**config.mk**
```make
export PLATFORM = sky130hd
export DESIGN_NAME = flow_target_predictor
export DESIGN_NICKNAME = d
export VERILOG_FILES = /design/src/rtl/ftp_pkg.sv /design/src/rtl/ftp_key_split.sv /design/src/rtl/ftp_table.sv /design/src/rtl/ftp_verify.sv /design/src/rtl/flow_target_predictor.sv
export SDC_FILE = /design/constraint.sdc
export NUM_CORES = 1
export LEC_CHECK = 0
export BUFFER_PORTS_ARGS = -buffer_cell sky130_fd_sc_hd__buf_2
export CORE_MARGIN = 1.5
export CORE_UTILIZATION = 30
export DETAILED_ROUTE_END_ITERATION = 7
export PLACE_DENSITY = 0.46
export SLEW_MARGIN = 20
export SYNTH_ARGS = -nofsm -noshare
export SYNTH_HDL_FRONTEND = slang
export SYNTH_SLANG_ARGS = --single-unit
```
**constraint.sdc**
```tcl
create_clock -name clk -period 6.45 [get_ports clk]
set_clock_uncertainty 0.15 [all_clocks]
set_input_delay 1.29 -clock clk [delete_from_list [all_inputs] [get_ports clk]]
set_output_delay 1.29 -clock clk [all_outputs]
set_load 0.005 [all_outputs]
```
**src/rtl/ftp_pkg.sv**
```systemverilog
package ftp_pkg;

    // outcome of comparing an offered guess with the real target
    typedef enum logic [1:0] {
        VERD_IDLE    = 2'd0,
        VERD_CONFIRM = 2'd1,
        VERD_COLD    = 2'd2,
        VERD_WRONG   = 2'd3
    } verdict_t;

endpackage

```
**src/rtl/ftp_key_split.sv**
```systemverilog
module ftp_key_split #(
    parameter int AW    = 16,
    parameter int IDX_W = 4
) (
    input  logic [AW-1:0]         addr_i,
    output logic [IDX_W-1:0]      slot_o,
    output logic [AW-IDX_W-2:0]   tag_o
);
    // bit 0 is dropped: instruction words are 2-byte aligned
    assign slot_o = addr_i[IDX_W:1];
    assign tag_o  = addr_i[AW-1:IDX_W+1];
endmodule

```
**src/rtl/ftp_table.sv**
```systemverilog
module ftp_table #(
    parameter int AW      = 16,
    parameter int ENTRIES = 16,
    localparam int IDX_W  = $clog2(ENTRIES),
    localparam int TAG_W  = AW - IDX_W - 1
) (
    input  logic             clk,
    input  logic             rst_n,
    input  logic             flush_i,
    input  logic [IDX_W-1:0] rd_slot_i,
    input  logic [TAG_W-1:0] rd_tag_i,
    output logic             rd_hit_o,
    output logic [AW-1:0]    rd_target_o,
    input  logic             wr_en_i,
    input  logic [IDX_W-1:0] wr_slot_i,
    input  logic [TAG_W-1:0] wr_tag_i,
    input  logic [AW-1:0]    wr_target_i
);
    typedef struct packed {
        logic             live;
        logic [TAG_W-1:0] tag;
        logic [AW-1:0]    dest;
    } slot_t;

    slot_t view [ENTRIES];

    for (genvar e = 0; e < ENTRIES; e++) begin : g_slot
        slot_t cell_d, cell_q;

        always_comb begin
            cell_d = cell_q;
            if (flush_i) begin
                cell_d.live = 1'b0;
            end else if (wr_en_i && (wr_slot_i == IDX_W'(e))) begin
                cell_d.live = 1'b1;
                cell_d.tag  = wr_tag_i;
                cell_d.dest = wr_target_i;
            end
        end

        always_ff @(posedge clk or negedge rst_n) begin
            if (!rst_n) cell_q <= '0;
            else        cell_q <= cell_d;
        end

        assign view[e] = cell_q;
    end

    slot_t picked;
    always_comb begin
        picked      = view[rd_slot_i];
        rd_hit_o    = picked.live && (picked.tag == rd_tag_i);
        rd_target_o = picked.dest;
    end
endmodule

```
**src/rtl/ftp_verify.sv**
```systemverilog
module ftp_verify
    import ftp_pkg::*;
#(
    parameter int AW = 16
) (
    input  logic          resolve_i,
    input  logic          waiting_i,
    input  logic          offered_i,
    input  logic [AW-1:0] offered_addr_i,
    input  logic [AW-1:0] actual_i,
    output verdict_t      verdict_o,
    output logic          train_o,
    output logic          restart_o
);
    always_comb begin
        verdict_o = VERD_IDLE;
        if (resolve_i && waiting_i) begin
            if (!offered_i)                     verdict_o = VERD_COLD;
            else if (offered_addr_i == actual_i) verdict_o = VERD_CONFIRM;
            else                                verdict_o = VERD_WRONG;
        end
        train_o   = (verdict_o == VERD_COLD) || (verdict_o == VERD_WRONG);
        restart_o = (verdict_o == VERD_WRONG);
    end
endmodule

```
**src/rtl/flow_target_predictor.sv**
```systemverilog
module flow_target_predictor
    import ftp_pkg::*;
#(
    parameter int AW      = 16,
    parameter int ENTRIES = 16
) (
    input  logic          clk,
    input  logic          rst_n,
    input  logic          flush_i,
    input  logic          hint_i,
    input  logic [AW-1:0] pc_i,
    input  logic          resolve_i,
    input  logic [AW-1:0] target_i,
    output logic          predict_valid_o,
    output logic [AW-1:0] predict_addr_o,
    output logic          mispredict_o
);
    localparam int IDX_W = $clog2(ENTRIES);
    localparam int TAG_W = AW - IDX_W - 1;

    typedef struct packed {
        logic             waiting;
        logic             offered;
        logic [AW-1:0]    guess;
        logic [IDX_W-1:0] key_slot;
        logic [TAG_W-1:0] key_tag;
        logic             restart;
    } ctl_t;

    ctl_t ctl_d, ctl_q;

    logic [IDX_W-1:0] pc_slot;
    logic [TAG_W-1:0] pc_tag;
    logic             rd_hit;
    logic [AW-1:0]    rd_target;
    verdict_t         verdict;
    logic             train, restart, wr_en, take_hint;

    ftp_key_split #(.AW(AW), .IDX_W(IDX_W)) u_split (
        .addr_i (pc_i),
        .slot_o (pc_slot),
        .tag_o  (pc_tag)
    );

    ftp_verify #(.AW(AW)) u_verify (
        .resolve_i      (resolve_i),
        .waiting_i      (ctl_q.waiting),
        .offered_i      (ctl_q.offered),
        .offered_addr_i (ctl_q.guess),
        .actual_i       (target_i),
        .verdict_o      (verdict),
        .train_o        (train),
        .restart_o      (restart)
    );

    assign wr_en     = train && !flush_i;
    assign take_hint = hint_i && (!ctl_q.waiting || resolve_i);

    ftp_table #(.AW(AW), .ENTRIES(ENTRIES)) u_table (
        .clk         (clk),
        .rst_n       (rst_n),
        .flush_i     (flush_i),
        .rd_slot_i   (pc_slot),
        .rd_tag_i    (pc_tag),
        .rd_hit_o    (rd_hit),
        .rd_target_o (rd_target),
        .wr_en_i     (wr_en),
        .wr_slot_i   (ctl_q.key_slot),
        .wr_tag_i    (ctl_q.key_tag),
        .wr_target_i (target_i)
    );

    always_comb begin
        ctl_d         = ctl_q;
        ctl_d.restart = 1'b0;
        if (flush_i) begin
            ctl_d.waiting = 1'b0;
            ctl_d.offered = 1'b0;
        end else begin
            if (verdict != VERD_IDLE) begin
                ctl_d.waiting = 1'b0;
                ctl_d.offered = 1'b0;
                ctl_d.restart = restart;
            end
            if (take_hint) begin
                ctl_d.waiting  = 1'b1;
                ctl_d.offered  = rd_hit;
                ctl_d.guess    = rd_target;
                ctl_d.key_slot = pc_slot;
                ctl_d.key_tag  = pc_tag;
            end
        end
    end

    always_ff @(posedge clk or negedge rst_n) begin
        if (!rst_n) ctl_q <= '0;
        else        ctl_q <= ctl_d;
    end

    assign predict_valid_o = ctl_q.offered;
    assign predict_addr_o  = ctl_q.guess;
    assign mispredict_o    = ctl_q.restart;
endmodule

```
[Word-level counts from Yosys, hierarchy flattened]
Index checks and enable logic that the tools add are counted.
Word-level totals
  memories: 0
  bits in latches: 0
  RAM bits: 0
  output and inout bits: 18
  logic and storage cells: 179
  bits in registers: 482
  memory bits (read-only): 0
Cells by class
  reduce and logical (&&, ||, !) cells: 60
  mux-type cells: 43
  shift operators: 0
  add/subtract/negate cells: 0
  eq/ne operators: 19
  order comparisons: 1
  bitwise logic cells: 2
  div/mod/pow operators: 0
  multiply operators: 0
Operator list (count)
  28-bit two-way mux: 18
  28-bit binary-select mux with 4-bit select: 1
  2-bit AND reduction: 17
  2-bit nonzero test: 17
  33-bit two-way mux: 1
  4-bit equality test, second input constant: 8
  1-bit logical AND: 20
  1-bit two-way mux: 18
  16-bit equality test: 1
  4-bit by 3-bit equality test with 1-bit output, second input constant: 4
  11-bit equality test: 1
  2-bit two-way mux: 5
  4-bit by 2-bit equality test with 1-bit output, second input constant: 2
  5-bit >= comparator, second input constant: 1
  4-bit inverter with 5-bit output: 1
  2-bit equality test, second input constant: 2
  4-bit by 1-bit equality test with 1-bit output, second input constant: 1
  4-bit zero test: 1
  3-bit nonzero test: 1
  1-bit zero test: 2
  1-bit logical OR: 2
  1-bit inverter: 1

[Logic depth before layout (Yosys ltp)]
Gate-level depths: netlist (run 1).
  depth in word-level cells: 10
  gate-level depth with buffers: 11
  gate-level depth less buffers: 7

[By module]
Synthesis (run 1) repeated with hierarchy kept, for this count alone.
Unflattened totals
  cells, all modules: 1362
  area, all modules: 21963.6 µm²
Modules (own cells, without submodules)
  ftp_table: cells an instance 1224, seq. area each 11210.8 µm², area an instance 20200.6 µm², times used 1
  flow_target_predictor: cells an instance 96, seq. area each 850.8 µm², area an instance 1440.1 µm², times used 1
  ftp_verify: cells an instance 27, seq. area each 0.0 µm², area an instance 210.2 µm², times used 1
  ftp_key_split: cells an instance 15, seq. area each 0.0 µm², area an instance 112.6 µm², times used 1

[Least setup slack after synthesis (run 1)]
OpenSTA, ideal clock, no wires.
  path kind: input port to flip-flop
  from: in pc_i[2]
  to: reg ctl_q, in the netlist predict_addr_o[0]
  required time: 6.175 ns
  stages on the path: 7
  data arrival time: 3.319 ns
  setup slack: 2.856 ns
  cells stage by stage: buf_2 buf_2 buf_2 buf_1 mux4_2 mux4_2 mux2_2
Between the ends
  cells in the longest elaborated chain, start to end: 4
RTL lines
  start: declaration: RTL line flow_target_predictor.sv:11  | input logic [AW-1:0] pc_i,
  4-bit inverter with 5-bit output (not written as such): RTL line ftp_table.sv:51  | picked = view[rd_slot_i];
  28-bit binary-select mux with 4-bit select: RTL line ftp_table.sv:51
  28-bit two-way mux (not written as such) (2 in a row): RTL line ftp_table.sv:51
  end signal: assignment: RTL line flow_target_predictor.sv:97  | else ctl_q <= ctl_d;
  end: declaration: RTL line flow_target_predictor.sv:30  | ctl_t ctl_d, ctl_q;
Every way passes these cells. The select of a mux whose other input is x is not followed.
A chain may end at the register's enable or synchronous reset.

[Worst setup path after layout (run 1)]
  from: in target_i[2]
  to: reg u_table.g_slot[1].cell_q[14] (netlist bit)
Between the ends
  cells in the longest elaborated chain, start to end: 9
  elaborated cells between the ends (all ways): 10
  classes of those cells: 3 x eq/ne; 3 x mux; 4 x reduce/logical
RTL lines
  start: declaration: RTL line flow_target_predictor.sv:13  | input logic [AW-1:0] target_i,
  16-bit equality test (*): RTL line ftp_verify.sv:19  | else if (offered_addr_i == actual_i) verdict_o = VERD_CONFIRM;
  2-bit two-way mux (*): RTL line ftp_verify.sv:19
  2-bit two-way mux (*): RTL line ftp_verify.sv:18  | if (!offered_i) verdict_o = VERD_COLD;
  2-bit two-way mux (*): RTL line ftp_verify.sv:17  | if (resolve_i && waiting_i) begin
  2-bit equality test: RTL line ftp_verify.sv:22  | train_o = (verdict_o == VERD_COLD) || (verdict_o == VERD_WRONG);
  1-bit logical OR (*): RTL line ftp_verify.sv:22
  1-bit logical AND (*): RTL line flow_target_predictor.sv:56  | assign wr_en = train && !flush_i;
  1-bit logical AND (*): RTL line ftp_table.sv:34  | end else if (wr_en_i && (wr_slot_i == IDX_W'(e))) begin
  2-bit AND reduction (no line) (*)
  end signal: assignment: RTL line ftp_table.sv:43  | else cell_q <= cell_d;
  end: declaration: RTL line ftp_table.sv:28  | slot_t cell_d, cell_q;
Every way passes the cells marked *; elsewhere a longest branch is shown, timed or not.

==> flow_metrics.env, run 1 <==
export IMPL_status="finished, violations left"
export IMPL_violations="DRC"
export IMPL_rr_endpoint="u_table.g_slot[1].cell_q[14]"
export IMPL_cts_hold_buf=0
export IMPL_crit_fanout=19
export IMPL_cts_sinks=482
export IMPL_ant_nets=0
export IMPL_crit_path_start="target_i[2]"
export IMPL_viasPerCell=4.960
export IMPL_relSlewSlack_pct=29.95
export IMPL_dieArea_um2=75610
export IMPL_synthArstFlopShare_pct=100.0
export IMPL_h_tree_depth=2
export IMPL_yosys_area_top_type="dfrtp_1"
export IMPL_instances_no_fill=2379
export IMPL_layout_commonest_cell="dfrtp_1"
export IMPL_hpwl_um=33380
export IMPL_drv_cap=0
export IMPL_synth_adder_area_share_pct=0
export IMPL_hold_viol_final=0
export IMPL_grt_setup_unrepaired="no"
export IMPL_ys_ff_latch=482
export IMPL_synth_warnings=0
export IMPL_synth_top_family_by_area="multiplexers"
export IMPL_dp_slack_ns=1.392
export IMPL_antenna_found_initial=2
export IMPL_clock_fmax_ghz=0.2274
export IMPL_drcViolationCount=12
export IMPL_arrival_ns=4.73
export IMPL_grt_max_degree=120
export IMPL_setup_slack_ns=2.053
export IMPL_worst_setup_path_end_kind="flip-flop"
export IMPL_grt_pass1_vias=12996
export IMPL_pin_count=55
export IMPL_num_vias=11799
export IMPL_dp_cells=2280
export IMPL_worstSetupStartpointType="input port"
export IMPL_ctsResizeCount=0
export IMPL_crit_type="in -> reg"
export IMPL_rr_worst_depth=8
export IMPL_synth_area_mux_share_pct=38.11
export IMPL_initial_core_util_pct=30.36
export IMPL_leakage_nw=11.66
export IMPL_core_area_um2=73080
export IMPL_syn_avg_cell_area_um2=16.31
export IMPL_grt_overflow_total=0
export IMPL_whs_ns=0.3305
export IMPL_regToRegSetupSlack_ns=2.50
export IMPL_clock_latency_ns=0.60
export IMPL_synthTopCellsByArea="dfrtp_1 54%, mux2_2 20%, mux4_2 13%"
export IMPL_syn_nets=1398
export IMPL_finalCriticalPeriod_ns=4.397
export IMPL_stdcell_area_um2=25120
export IMPL_crit_required_ns=6.78
export IMPL_synthesis_instances=1361
export IMPL_mostFrequentLayoutCells="482 x dfrtp_1, 396 x mux2_2, 127 x mux4_2"
export IMPL_r2r_start="predict_addr_o[2]"
export IMPL_die_h_um=275.0
export IMPL_place_gp_congestion=0.7233
export IMPL_syn_area_um2=22190
export IMPL_layout_drive_gt1_share_pct=54.15
export IMPL_cp_cell_sequence="buf_2 -> xnor2_1 -> nand4_1 -> nor4_2 -> a31oi_4 -> nand3b_1 -> nand2b_2 -> buf_4 -> mux2_2"
export IMPL_first_iter_violations=679
export IMPL_ys_types=47
export IMPL_cts_tree="built"
export IMPL_synthSimpleGateAreaFrac_pct=1.624
export IMPL_grt_pass1_wl_um=88370
export IMPL_setup_tns_ns=0
export IMPL_cts_buffers=54
export IMPL_synth_main_ff_cell="dfrtp_1"
export IMPL_power_density_nw_per_um2=328.1
export IMPL_final_nets=1414
export IMPL_worstHoldStart="u_table.g_slot[14].cell_q[27]"
export IMPL_ys_seq_area_share_pct=54.35
export IMPL_wirelength_um=59020
export IMPL_cts_root_buffer="clkbuf_16"
export IMPL_layout_worst_path_cycle_share_pct=68.17
export IMPL_clk_pin_slew_ns=0.06
export IMPL_slowest_stage="nand2b_2"
export IMPL_post_cts_setup_buffers=0
export IMPL_routedWlPerCell_um=24.81
export IMPL_synthXorXnorAreaFrac_pct=1.184
export IMPL_synth_edf_count=0
export IMPL_worstHoldEndpoint="u_table.g_slot[14].cell_q[27]"
export IMPL_dpl_cell_area_um2=23330
export IMPL_ir_drop_mv=0.1790
export IMPL_worst_pin_slew_ns=1.048
export IMPL_rows=99
export IMPL_portBuffers=53
export IMPL_firstDrtPassIters=7
export IMPL_track_usage_pct=15.87
export IMPL_setup_viol=0
export IMPL_hold_path_class="reg -> reg"
export IMPL_diodes=0
export IMPL_synth_compound_area_share_pct=1.387
export IMPL_min_path_cells=1
export IMPL_die_x_um=275.0
export IMPL_maxSlewViolCount=0
export IMPL_cp_slowest_stage_delay_ns=0.82
export IMPL_cts_max_path_buffers=3
export IMPL_syn2layout_area_growth_pct=13.22
export IMPL_synth_top_area_share_pct=54.35
-- report_power, final --
group | total, mW | internal [mW] | switching, mW
registers | 3.89 | 3.56 | 0.331
clock network | 3.15 | 1.87 | 1.28
logic | 1.20 | 0.757 | 0.444
total | 8.24 | 6.18 | 2.06
-- worst max-delay path by stage --
stage                                               to  slack [ns]  depth (start not counted)
after floorplan                      predict_addr_o[0]        2.86                          7
after global placement     u_table.g_slot[1].cell_q[8]        1.44                          9
after detailed placement  u_table.g_slot[1].cell_q[14]        1.39                          9
after CTS                 u_table.g_slot[1].cell_q[14]        2.03                          9
after global routing      u_table.g_slot[1].cell_q[10]        1.96                          9
final                     u_table.g_slot[1].cell_q[14]        2.05                          9
-- metal layers --
layer | part of all wire, % | track usage, % | wire length [um] | up-vias
met5 | 0.017 | 0 | 10 | -
met4 | 1.7 | 3.480 | 992 | 2
met3 | 3.2 | 2.322 | 1886 | 66
met2 | 47 | 25.63 | 27960 | 165
met1 | 48 | 22.56 | 28170 | 6504
li1 | - | - | - | 5062
-- logic make-up (layout without fill, tap and decap cells) --
group	after synthesis	in the layout
compound gates	44	44
mux	607	607
xor+xnor	30	30
simple gates	60	60
flops	482	482
buf+inv	138	197
-- synth_stat cells, types with 2 or more instances --
| library cell | number |
|---|---|
| mux2_4 | 57 |
| inv_1 | 13 |
| o221ai_1 | 3 |
| mux4_2 | 127 |
| mux2_1 | 10 |
| nand3_1 | 5 |
| buf_4 | 27 |
| a21oi_1 | 5 |
| nor2_1 | 7 |
| buf_6 | 9 |
| nand3b_1 | 3 |
| nand3_2 | 2 |
| and3b_1 | 3 |
| clkbuf_1 | 38 |
| a31oi_1 | 4 |
| buf_1 | 7 |
| and2_1 | 3 |
| nand2_2 | 2 |
| nand2_1 | 13 |
| mux2_2 | 396 |
| nor2_2 | 6 |
| xnor2_1 | 24 |
| buf_2 | 43 |
| xor2_1 | 6 |
| mux2i_1 | 17 |
| o21ai_0 | 12 |
| nand4_1 | 4 |
| nor4_1 | 2 |
| a21o_1 | 10 |
| nand2b_1 | 3 |
| a211oi_1 | 3 |
| dfrtp_1 | 482 |
-- flip-flops by register name, indices dropped and copies added (netlist names) --
register	count
u_table.g_slot.cell_q	448
ctl_q	16
predict_addr_o	16
mispredict_o	1
predict_valid_o	1
-- critical path, delay by kind of cell --
family | cells | cell delay, ns
buffers and inverters | 2 | 0.52
AOI/OAI and AO/OA | 1 | 0.18
and+or+nand+nor | 4 | 2.00
xor gates and xnor gates | 1 | 0.37
muxes | 1 | 0.35
-- per-stage QoR --
step / util [%] / power, mW
after floorplan: - / 4.790
after global placement: 31.92 / 5.112
after detailed placement: 31.92 / 5.169
after CTS: 34.38 / 8.376
after global routing: 34.38 / 8.651
final: 34.38 / 8.243
-- area by class of cell --
class | instances | area [um2]
clock buffer | 78 | 1553
inverter | 14 | 52.55
clock inverter | 21 | 244.0
multi-input combinational | 741 | 9430
fill | 7035 | 47960
sequential | 482 | 12060
tap | 959 | 1200
timing repair buffer | 84 | 583.1
No activity file was read; power rests on OpenSTA's default activity.
==> inputs of run 2 (changes only) <==
--- a/config.mk
+++ b/config.mk
@@ -5,6 +5,7 @@
 export SDC_FILE = /design/constraint.sdc
 export NUM_CORES = 1
 export LEC_CHECK = 0
+export ABC_AREA = 1
 export BUFFER_PORTS_ARGS = -buffer_cell sky130_fd_sc_hd__buf_2
 export CORE_MARGIN = 1.5
 export CORE_UTILIZATION = 30
==> constraint.sdc (replaced) <==
create_clock -name clk -period 4.2 [get_ports clk]
set_clock_uncertainty 0.15 [all_clocks]
set_input_delay 0.84 -clock clk [delete_from_list [all_inputs] [get_ports clk]]
set_output_delay 0.84 -clock clk [all_outputs]
set_load 0.005 [all_outputs]
==> run 2 against run 1 <==
  * Clock power up 45%
  * Register-to-register slack worse by 1.2 ns
  * The flow now finishes without violations
  * Die area up 0.44%
  * Largest power group unchanged
  * Sequential power up 47%
  * Core utilization down 0.16 points
  * First-iteration DRC count rose to 2.6 times the previous value
  * Non-clock buffer count up 30
  * Synthesized area up 0.44%
  * Final cell count up 50%
  * Total power up 45%
  * Synthesized cell count up 93%
==> flow_metrics.env, run 2 <==
export IMPL_status="complete, no violations"
export IMPL_worst_pin_slew_ns=0.8749
export IMPL_final_nets=2617
export IMPL_drv_cap=0
export IMPL_grtUsageMet1_pct=25.86
export IMPL_dp_slack_ns=0.5797
export IMPL_synth_edf_count=0
export IMPL_portBuffers=53
export IMPL_diodes=0
export IMPL_synthArstFlopShare_pct=100.0
export IMPL_cts_sinks=482
export IMPL_ir_drop_mv=0.2874
export IMPL_power_density_nw_per_um2=476.1
export IMPL_clk_pin_slew_ns=0.06
export IMPL_initial_core_util_pct=30.45
export IMPL_ctsResizeCount=0
export IMPL_cts_buffers=53
export IMPL_ys_types=33
export IMPL_crit_required_ns=4.50
export IMPL_top_register="u_table.g_slot.cell_q"
export IMPL_cts_root_buffer="clkbuf_16"
export IMPL_num_fill_cells=7601
export IMPL_wirelength_um=71440
export IMPL_largest_register_ffs=448
export IMPL_firstDrtPassIters=7
export IMPL_place_gp_congestion=0.7682
export IMPL_ys_seq_area_share_pct=54.11
export IMPL_syn_avg_cell_area_um2=8.465
export IMPL_grt_setup_unrepaired="no"
export IMPL_busiest_layer="met2"
export IMPL_worstSetupStartpointType="input port"
export IMPL_antenna_found_initial=1
export IMPL_clock_latency_ns=0.61
export IMPL_grt_pass1_vias=17364
export IMPL_post_cts_setup_buffers=0
export IMPL_finalCriticalPeriod_ns=3.004
export IMPL_register_area_um2=12060
export IMPL_track_usage_pct=18.86
export IMPL_synthesis_instances=2633
export IMPL_relSlewSlack_pct=41.46
export IMPL_ys_ff_latch=482
export IMPL_routedWlPerCell_um=19.96
export IMPL_ant_nets=0
export IMPL_syn2layout_area_growth_pct=12.38
export IMPL_clock_fmax_ghz=0.3329
export IMPL_worst_setup_path_end_kind="flip-flop"
export IMPL_die_h_um=275.6
export IMPL_cts_tree="built"
export IMPL_synth_top_area_share_pct=54.11
export IMPL_layout_worst_path_cycle_share_pct=71.52
export IMPL_maxSlewViolCount=0
export IMPL_multi_input_area_um2=8483
export IMPL_power_total_mw=11.93
export IMPL_first_iter_violations=1737
export IMPL_grtUsageMet3_pct=2.340
export IMPL_cts_max_path_buffers=3
export IMPL_hold_viol_final=0
export IMPL_synth_common_cells="682 x nand2_1, 586 x o21ai_0, 482 x dfrtp_1"
export IMPL_hold_path_class="in -> async"
export IMPL_syn_nets=2670
export IMPL_grt_use_met2_pct=31.60
export IMPL_num_vias=18291
export IMPL_setup_viol=0
export IMPL_crit_fanout=17
export IMPL_synthTopCellsByArea="dfrtp_1 54%, o21ai_0 13%, nand2_1 11%"
export IMPL_arrival_ns=3.30
export IMPL_grt_pass1_wl_um=108700
export IMPL_crit_type="in -> reg"
export IMPL_cts_hold_buf=0
export IMPL_layout_drive_gt1_share_pct=9.576
export IMPL_core_area_um2=73210
export IMPL_layout_commonest_cell="nand2_1"
export IMPL_rows=99
export IMPL_synth_warnings=0
export IMPL_viasPerCell=5.109
export IMPL_setup_slack_ns=1.196
export IMPL_hpwl_um=39360
export IMPL_synth_most_common_cell="nand2_1"
export IMPL_dieArea_um2=75940
export IMPL_syn_area_um2=22290
export IMPL_pin_count=55
export IMPL_setup_tns_ns=0
export IMPL_grt_overflow_total=0
export IMPL_drcViolationCount=0
export IMPL_h_tree_depth=2
export IMPL_yosys_area_top_type="dfrtp_1"
export IMPL_synth_main_ff_cell="dfrtp_1"
export IMPL_leakage_nw=11.28
export IMPL_mostFrequentLayoutCells="682 x nand2_1, 586 x o21ai_0, 482 x dfrtp_1"
export IMPL_die_x_um=275.6
export IMPL_grt_max_degree=111
==> run 2: cell count changes after synthesis, moves of 57 or more <==
cell / previous run / this run
nand2_1: 13 / 682
o21ai_0: 12 / 586
mux2_2: 396 / 0
nor2_1: 7 / 212
mux4_2: 127 / 0
nand3_1: 5 / 132
inv_1: 13 / 120
mux2_4: 57 / 0
==> run 2: layout make-up <==
type | instances | area share, %
sequential | 482 | 48.15
multi-input combinational | 1799 | 33.87
clock buffer | 82 | 6.414
tap | 959 | 4.790
timing repair buffer | 114 | 4.461
inverter | 130 | 1.978
clock inverter | 14 | 0.3347
==> run 2: per-stage QoR <==
step	util (%)	instance area (um2)	hold WS [ns]	std cells
finish	34.22	25050	0.1549	3580
global placement	31.91	23360	0.3100	3484
floorplan	-	22290	0.2978	2633
CTS	34.22	25050	0.1690	3580
detailed placement	31.91	23360	0.3125	3484
global route	34.22	25050	0.2201	3580
==> run 2: cells by family (layout without fill, tap and decap cells) <==
kind of cell           Yosys count  count (layout)  share of synthesized area, %
AND/OR/NAND/NOR               1052            1052                         19.39
AO/OA/AOI/OAI                  741             741                         18.40
XOR/XNOR                         6               6                        0.2358
flip-flops                     482             482                         54.11
buffers and inverters          352             340                         7.859
==> run 2: critical path: stages <==
cell,delay [ns]
buf_2,0.13
inv_2,0.23
o21ai_1,0.10
a21oi_1,0.29
o2111ai_1,0.19
nor2_2,0.18
nand3_4,0.37
nand3_2,0.54
buf_4,0.31
o21ai_0,0.11
==> run 2: final timing paths <==
path	start	endpoint	slack (ns)	depth (start not counted)
max	target_i[14]	u_table.g_slot[4].cell_q[21]	1.20	10
max reg2reg	predict_addr_o[3]	u_table.g_slot[4].cell_q[21]	1.31	6
max in group asynchronous	rst_n	u_table.g_slot[11].cell_q[9]	2.82	2
min in group clk	pc_i[5]	ctl_q[1]	0.32	3
min	rst_n	u_table.g_slot[15].cell_q[26]	0.15	1
min reg2reg	u_table.g_slot[14].cell_q[15]	u_table.g_slot[14].cell_q[15]	0.33	2
==> run 2: where the power goes <==
group | total, mW | leakage [nW] | switching (mW) | internal (mW)
registers | 5.73 | 6.52 | 0.385 | 5.35
clock network | 4.58 | 0.843 | 1.97 | 2.62
logic | 1.61 | 3.91 | 1.02 | 0.588
total | 11.9 | 11.3 | 3.37 | 8.55
==> run 2: layer usage <==
layer,vias up,wire (um)
met2,500,33800
met4,2,1584
li1,8601,-
met1,9075,32630
met3,113,3421
met5,-,11
